File: src/rtl/ixreg_pkg.sv
package ixreg_pkg;

    localparam int DW    = 8;
    localparam int AW    = 3;
    localparam int NREG  = 5;            // implemented indirect registers
    localparam int KEY_IX = NREG;        // reset slot follows the bank

    typedef enum logic [AW-1:0] {
        DA_STATUS = 3'd0,
        DA_DATA   = 3'd1,
        DA_PTR    = 3'd2,
        DA_WIN    = 3'd3,
        DA_CTRL   = 3'd4
    } dir_addr_e;

    localparam int IX_OWN   = 0;
    localparam int IX_SCLLO = 1;
    localparam int IX_SCLHI = 2;
    localparam int IX_TMO   = 3;
    localparam int IX_MODE  = 4;

    localparam logic [DW-1:0] KEY_FIRST  = 8'hA5;
    localparam logic [DW-1:0] KEY_SECOND = 8'h5A;
    localparam logic [DW-1:0] IDLE_CODE  = 8'hF8;
    localparam int            CTRL_EN    = 6;

    typedef enum logic {
        KS_WAIT_FIRST  = 1'b0,
        KS_WAIT_SECOND = 1'b1
    } key_state_e;

    typedef struct packed {
        logic [DW-1:0] own_addr;
        logic [DW-1:0] scl_lo;
        logic [DW-1:0] scl_hi;
        logic [DW-1:0] timeout;
        logic [DW-1:0] mode;
    } bank_cfg_t;

    function automatic logic [DW-1:0] bank_default(input int ix);
        case (ix)
            IX_OWN:   return 8'hE0;
            IX_SCLLO: return 8'h9D;
            IX_SCLHI: return 8'h86;
            IX_TMO:   return 8'hFF;
            default:  return 8'h00;
        endcase
    endfunction

endpackage

File: src/rtl/ixreg_key_seq.sv
module ixreg_key_seq
    import ixreg_pkg::*;
(
    input  logic          clk,
    input  logic          rst,
    input  logic          slot_we,
    input  logic [DW-1:0] slot_data,
    output logic          fire
);

    key_state_e state_q, state_d;
    logic       fire_d;

    always_comb begin
        state_d = state_q;
        fire_d  = 1'b0;
        if (slot_we) begin
            case (state_q)
                KS_WAIT_FIRST: begin
                    if (slot_data == KEY_FIRST) state_d = KS_WAIT_SECOND;
                end
                KS_WAIT_SECOND: begin
                    state_d = KS_WAIT_FIRST;
                    if (slot_data == KEY_SECOND) fire_d = 1'b1;
                end
                default: state_d = KS_WAIT_FIRST;
            endcase
        end
    end

    always_ff @(posedge clk) begin
        if (rst || fire) begin
            state_q <= KS_WAIT_FIRST;
            fire    <= 1'b0;
        end else begin
            state_q <= state_d;
            fire    <= fire_d;
        end
    end

endmodule

File: src/rtl/ixreg_bank.sv
module ixreg_bank
    import ixreg_pkg::*;
#(
    parameter int N_REG = NREG,
    parameter int IDX_W = DW
) (
    input  logic             clk,
    input  logic             rst,
    input  logic             soft_rst,
    input  logic             win_we,
    input  logic [IDX_W-1:0] idx,
    input  logic [DW-1:0]    wdata,
    output logic [DW-1:0]    rdata,
    output logic             key_we,
    output bank_cfg_t        cfg
);

    localparam logic [IDX_W-1:0] KEY_SLOT = IDX_W'(N_REG);

    logic [DW-1:0] regs_q [N_REG];

    for (genvar g = 0; g < N_REG; g++) begin : g_reg
        always_ff @(posedge clk) begin
            if (rst || soft_rst)
                regs_q[g] <= bank_default(g);
            else if (win_we && idx == IDX_W'(g))
                regs_q[g] <= wdata;
        end
    end

    always_comb begin
        rdata = '0;
        for (int i = 0; i < N_REG; i++) begin
            if (idx == IDX_W'(i)) rdata = regs_q[i];
        end
    end

    assign key_we = win_we && (idx == KEY_SLOT);

    assign cfg.own_addr = regs_q[IX_OWN];
    assign cfg.scl_lo   = regs_q[IX_SCLLO];
    assign cfg.scl_hi   = regs_q[IX_SCLHI];
    assign cfg.timeout  = regs_q[IX_TMO];
    assign cfg.mode     = regs_q[IX_MODE];

endmodule

File: src/rtl/ixreg_direct.sv
module ixreg_direct
    import ixreg_pkg::*;
(
    input  logic          clk,
    input  logic          rst,
    input  logic          soft_rst,
    input  logic          host_we,
    input  logic [AW-1:0] host_addr,
    input  logic [DW-1:0] host_wdata,
    input  logic [DW-1:0] eng_status,
    input  logic [DW-1:0] win_rdata,
    output logic [DW-1:0] host_rdata,
    output logic          win_we,
    output logic [DW-1:0] ptr_q,
    output logic [DW-1:0] data_q,
    output logic [DW-1:0] ctrl_q
);

    dir_addr_e addr;
    assign addr = dir_addr_e'(host_addr);

    always_ff @(posedge clk) begin
        if (rst || soft_rst) begin
            ptr_q  <= '0;
            data_q <= '0;
            ctrl_q <= '0;
        end else if (host_we) begin
            case (addr)
                DA_DATA: data_q <= host_wdata;
                DA_PTR:  ptr_q  <= host_wdata;
                DA_CTRL: ctrl_q <= host_wdata;
                default: ;
            endcase
        end
    end

    assign win_we = host_we && (addr == DA_WIN) && !soft_rst;

    always_comb begin
        case (addr)
            DA_STATUS: host_rdata = ctrl_q[CTRL_EN] ? eng_status : IDLE_CODE;
            DA_DATA:   host_rdata = data_q;
            DA_PTR:    host_rdata = ptr_q;
            DA_WIN:    host_rdata = win_rdata;
            DA_CTRL:   host_rdata = ctrl_q;
            default:   host_rdata = '0;
        endcase
    end

endmodule

File: src/rtl/ixreg_frontend.sv
module ixreg_frontend
    import ixreg_pkg::*;
(
    input  logic          clk,
    input  logic          rst,
    input  logic          host_we,
    input  logic [2:0]    host_addr,
    input  logic [7:0]    host_wdata,
    output logic [7:0]    host_rdata,
    input  logic [7:0]    eng_status,
    output logic          eng_enable,
    output logic          eng_soft_rst,
    output logic [7:0]    tx_data,
    output logic [7:0]    cfg_own_addr,
    output logic [7:0]    cfg_scl_lo,
    output logic [7:0]    cfg_scl_hi,
    output logic [7:0]    cfg_timeout,
    output logic [7:0]    cfg_mode
);

    logic          win_we;
    logic          key_we;
    logic [DW-1:0] win_rdata;
    logic [DW-1:0] ptr_q;
    logic [DW-1:0] ctrl_q;
    bank_cfg_t     cfg;

    ixreg_direct u_direct (
        .clk        (clk),
        .rst        (rst),
        .soft_rst   (eng_soft_rst),
        .host_we    (host_we),
        .host_addr  (host_addr),
        .host_wdata (host_wdata),
        .eng_status (eng_status),
        .win_rdata  (win_rdata),
        .host_rdata (host_rdata),
        .win_we     (win_we),
        .ptr_q      (ptr_q),
        .data_q     (tx_data),
        .ctrl_q     (ctrl_q)
    );

    ixreg_bank #(
        .N_REG (NREG),
        .IDX_W (DW)
    ) u_bank (
        .clk      (clk),
        .rst      (rst),
        .soft_rst (eng_soft_rst),
        .win_we   (win_we),
        .idx      (ptr_q),
        .wdata    (host_wdata),
        .rdata    (win_rdata),
        .key_we   (key_we),
        .cfg      (cfg)
    );

    ixreg_key_seq u_key (
        .clk       (clk),
        .rst       (rst),
        .slot_we   (key_we),
        .slot_data (host_wdata),
        .fire      (eng_soft_rst)
    );

    assign eng_enable   = ctrl_q[CTRL_EN];
    assign cfg_own_addr = cfg.own_addr;
    assign cfg_scl_lo   = cfg.scl_lo;
    assign cfg_scl_hi   = cfg.scl_hi;
    assign cfg_timeout  = cfg.timeout;
    assign cfg_mode     = cfg.mode;

endmodule

File: config.mk
export PLATFORM = sky130hd
export DESIGN_NAME = ixreg_frontend
export DESIGN_NICKNAME = d
export VERILOG_FILES = /design/src/rtl/ixreg_pkg.sv /design/src/rtl/ixreg_key_seq.sv /design/src/rtl/ixreg_bank.sv /design/src/rtl/ixreg_direct.sv /design/src/rtl/ixreg_frontend.sv
export SDC_FILE = /design/constraint.sdc
export NUM_CORES = 1
export LEC_CHECK = 0
export ABC_AREA = 0
export BUFFER_PORTS_ARGS = -buffer_cell sky130_fd_sc_hd__buf_2
export CORE_MARGIN = 2
export CORE_UTILIZATION = 45
export CTS_CLUSTER_SIZE = 24
export DETAILED_ROUTE_END_ITERATION = 10
export GPL_ROUTABILITY_DRIVEN = 0
export GPL_TIMING_DRIVEN = 0
export HOLD_SLACK_MARGIN = 0.15
export PLACE_DENSITY_LB_ADDON = 0.25
export SYNTH_ARGS = -nofsm -noshare
export SYNTH_HDL_FRONTEND = slang
export SYNTH_SLANG_ARGS = --single-unit
File: constraint.sdc
create_clock -name clk -period 2.9 [get_ports clk]
set_clock_uncertainty 0.15 [all_clocks]
set_input_delay 0.29 -clock clk [delete_from_list [all_inputs] [get_ports clk]]
set_output_delay 0.29 -clock clk [all_outputs]
set_load 0.02 [all_outputs]
==> flow_results.org <==
** Setup path
- For this design, the slowest cell found on the critical path is sky130_fd_sc_hd__buf_1.
- Arrival @ worst endpoint :: 2.23 ns
- Worst path cell trace :: buf_2 -> buf_1 -> nand2_1 -> nor3_1 -> o21ai_0 -> o211ai_1 -> buf_2
- The worst setup path is of the reg -> out kind.
- Counting both buffers and inverters, the worst setup path holds a total of 3.
- Worst r2r path cells :: 3
- STA classifies the critical path endpoint as an output port.
- Of all nets on the critical path, the largest fanout is 10.
- Category of the worst setup path launch point :: register
- Among the stages of the critical path, the cell type that occurs most often is sky130_fd_sc_hd__buf_2.
- The largest single stage delay on the critical path is 0.53 ns.
- For the worst setup path, the data required time is 2.46 ns.
- The setup check on the worst reg-to-reg path leaves a slack of 0.26 ns.
- Gate family responsible for the most delay along the worst path :: buffers and inverters
- Worst r2r src :: u_direct.ptr_q[7]
- The most critical setup path has its startpoint at u_direct.ptr_q[1].
- The worst register-to-register path ends at u_bank.regs_q[1][6].

** Clocking
- The later pin in the worst-skew pair is clocked with a latency of 0.34 ns.
- The H-tree was split into 3 levels.
- The longest clock path from root to sink contains 2 buffers.
- Clock net sink count :: 66
- CTS Buf Count :: 9
- Master cell of the clock root buffer :: sky130_fd_sc_hd__clkbuf_8
- CTS hold repair buffers :: 0
- Clock tree from TritonCTS :: built
- Clock-pin slew was measured on the worst setup and hold paths at 0.07 ns.

** Timing
- Headroom to the max-slew limit came out at 0.107.
- Setup Viol. Count Final :: 0
- Share of the cycle needed by the critical path after routing :: 0.921
- Summed over all failing endpoints, the final setup total negative slack is 0 ns.
- Maximum operating frequency :: 374 MHz
- Final worst hold slack :: 0.166 ns
- Setup repair after global routing left no endpoint under its margin.
- Min Clock Period, post-route :: 2.67 ns
- The final-report hold violation count came to 0.
- For the pin with the worst max-slew slack, the measured transition is 1.32 ns.
- Once routing completed, OpenROAD measured the worst setup slack at 0.230 ns.
- The final-report max-slew violation count is 0.

** Placement
- Before CTS, the worst setup slack after placement is -0.0920 ns.
- DP Cell Count :: 480
- Buffers placed on the I/O ports in this run total 70.
- HPWL after detailed placement :: 6340 um
- Summing all placed instances gives a cell area of 0.00380 mm^2.

** GRT
- The first global-routing pass estimated 13800 um of wire.
- Tot GR Track Use :: 0.226
- Leftover overflow at the end of global routing :: 0
- Largest net degree at the start of global routing :: 11
- The initial antenna violation count came to 0.
- Number of global-route vias before repair :: 2562

** Floorplanning
- Total Die Area :: 0.00809 mm^2
- From left edge to right edge, the die measures 90.0 um.
- 80 I/O pins were placed.
- After floorplanning, the core was sized to cover 0.00721 mm^2.
- Height of the die :: 90.0 um
- The initial utilization of the core area, before any placement, comes to 0.461.
- Number of placement rows :: 31

** Synth
- Of the total synthesized cell area, the portion taken by XOR and XNOR cells is 0.
- Post-synth EDFFs :: 40
- Sequential area share after synthesis :: 0.518
- Averaged over all synthesized cells, the footprint is 10.7 um^2.
- In this run the cell area of the synthesized design comes to 0.00332 mm^2.
- Cell type with the largest total area after synthesis :: sky130_fd_sc_hd__edfxtp_1
- The share of the synthesized area in compound gates (AO/OA/AOI/OAI) is 0.0772.
- Asr flop ratio synth :: 0
- Post-synthesis adder-cell area fraction :: 0
- The cell count after synthesis came out at 311.
- Synth top area share :: 0.361
- Multiplexer share of the synthesized area :: 0.102
- Yosys attributes the largest share of cell area to sky130_fd_sc_hd__edfxtp_1, sky130_fd_sc_hd__dfxtp_1, sky130_fd_sc_hd__mux2i_1.
- After synthesis, the netlist uses 44 different library cells.
- Synthesized netlist net count :: 333
- Most used DFF post-synth :: sky130_fd_sc_hd__edfxtp_1
- Count of yosys warnings during synthesis :: 0
- Synthesis inferred 66 register bits.
- Largest family of logic cells by synthesized area :: simple AND/OR/NAND/NOR gates
- Simple logic cell fraction of the synthesized area :: 0.265

** Min path
- The worst hold path passes through 3 cells.
- The min-delay analysis places its worst path in the category in -> reg.
- Hold EP :: u_direct.ctrl_q[1]
- The worst hold path begins at host_wdata[1].

** Detailed routing
- Residual DRC :: 0
- Final Routed Wirelength :: 9030 um
- Mean number of vias per cell :: 5.55
- In this run the remaining antenna-violating nets after routing total 0.
- Total number of vias :: 2743
- 1st-iter DRT viols :: 185
- After detailed routing, the average wire length per cell comes to 18.3 um.
- The pre-antenna-repair detailed-routing pass consisted of 5 iterations.

** Final layout
- In the final design database the tool counted 413 nets.
- Antenna cell count :: 0
- Ratio of cells with drive above 1 in the final layout :: 0.299
- Summing all flip-flop and latch instances after layout gives 0.00172 mm^2.
- After the flow finishes, the layout carries non-filler instances totaling 494.
- After routing the design area is 0.00400 mm^2.
- At the end of the flow the core is filled with cells to 0.554.
- Layout area overhead :: 20.2%
- Area occupied by multi-input gates :: 0.00150 mm^2
- Number of inserted filler cells in the final layout :: 644

** Power and ir drop
- IR analysis of the VDD net gives a maximum drop of 0.225 mV.
- Final Power :: 1.96 mW
- Total leakage power :: 1.42 nW
- Power spread over the standard cell area amounts to 490 mW/mm^2.

** Flow run
- Across the run, the number of max-cap violations was 0.

** Outcome
- Status :: completed
[worst register-to-register path: cells and delay by family, from the launching register on]
kind            cells  cell delay [ns]
simple gates        2             0.68
flops               1             0.36
compound gates      1             1.06
[what timing repair did]
item,CTS,global route
gates resized for setup,1,3
setup endpoints to repair,8,15
buffers inserted,0,0
pin swaps,0,0
[synthesized netlist by cell type (3+ instances only)]
| cell type | instances |
|---|---|
| sky130_fd_sc_hd__edfxtp_1 | 40 |
| sky130_fd_sc_hd__nand2_1 | 40 |
| sky130_fd_sc_hd__dfxtp_1 | 26 |
| sky130_fd_sc_hd__and2_1 | 21 |
| sky130_fd_sc_hd__nor2_1 | 20 |
| sky130_fd_sc_hd__mux2i_1 | 18 |
| sky130_fd_sc_hd__nand2b_1 | 18 |
| sky130_fd_sc_hd__a21oi_1 | 11 |
| sky130_fd_sc_hd__clkbuf_1 | 11 |
| sky130_fd_sc_hd__buf_2 | 10 |
| sky130_fd_sc_hd__nand3_1 | 9 |
| sky130_fd_sc_hd__o21ai_0 | 8 |
| sky130_fd_sc_hd__or3_1 | 8 |
| sky130_fd_sc_hd__mux4_2 | 7 |
| sky130_fd_sc_hd__a32oi_1 | 5 |
| sky130_fd_sc_hd__or3b_2 | 5 |
| sky130_fd_sc_hd__a2bb2oi_1 | 4 |
| sky130_fd_sc_hd__o31ai_1 | 4 |
| sky130_fd_sc_hd__a32o_1 | 3 |
| sky130_fd_sc_hd__clkbuf_2 | 3 |
| sky130_fd_sc_hd__inv_1 | 3 |
| sky130_fd_sc_hd__nand4_1 | 3 |
| sky130_fd_sc_hd__nor3_2 | 3 |
| sky130_fd_sc_hd__nor3b_1 | 3 |
| sky130_fd_sc_hd__nor4_1 | 3 |
[metal layers]
metal / GRT usage / wire length, um / share of wire
met1: 0.317 / 4110 / 0.46
met2: 0.341 / 4140 / 0.46
met3: 0.0503 / 572 / 0.063
met4: 0.0923 / 207 / 0.023
met5: 0 / 0 / 0
[cells by family after synthesis]
family | after synthesis
compound gates | 38
buf+inv | 29
flops | 66
mux | 25
simple gates | 153
[where the power goes]
| part | internal, mW | switching [mW] | leakage, nW |
|---|---|---|---|
| sequential | 1.01 | 0.0127 | 0.560 |
| clock | 0.387 | 0.334 | 0.0906 |
| combinational | 0.0705 | 0.140 | 0.764 |
| total | 1.47 | 0.487 | 1.42 |
[final cells by class]
type	instances	area share
clock buffers	11	0.0329
inverters	3	0.00282
well taps	99	0.0310
clock inverters	4	0.0110
plain buffers	25	0.0285
multi-input cells	216	0.376
repair buffers	70	0.0876
flip-flops and latches	66	0.431
[cells in the final DEF (no fill, tap or decap), drive strengths merged, types with 3 or more instances in the layout]
master	instances
a32oi	5
nor4	5
dfxtp	26
edfxtp	40
nand4	3
nand2	40
a21oi	11
and2	21
or3b	5
nor2	20
mux4	7
nor3b	5
a2bb2oi	4
a32o	3
buf	82
clkinv	3
inv	3
nand2b	18
nand3	9
or3	8
mux2i	18
o31ai	4
o21ai	8
clkbuf	24
nor3	5
[sequential cells by signal, indices dropped and copies added (netlist names)]
| signal | count |
|---|---|
| u_bank.regs_q | 40 |
| u_direct.ctrl_q | 8 |
| u_direct.data_q | 8 |
| u_direct.ptr_q | 8 |
| u_key.fire | 1 |
| u_key.state_q | 1 |
[how the worst max path moves through the flow]
stage,cells after the start,to
CTS,6,host_rdata[0]
floorplan,4,u_bank.regs_q[2][0]
global placement,4,u_bank.regs_q[2][1]
finish,7,host_rdata[2]
global route,7,host_rdata[2]
detailed placement,4,u_bank.regs_q[2][1]
(Power assumes the default switching activity.)
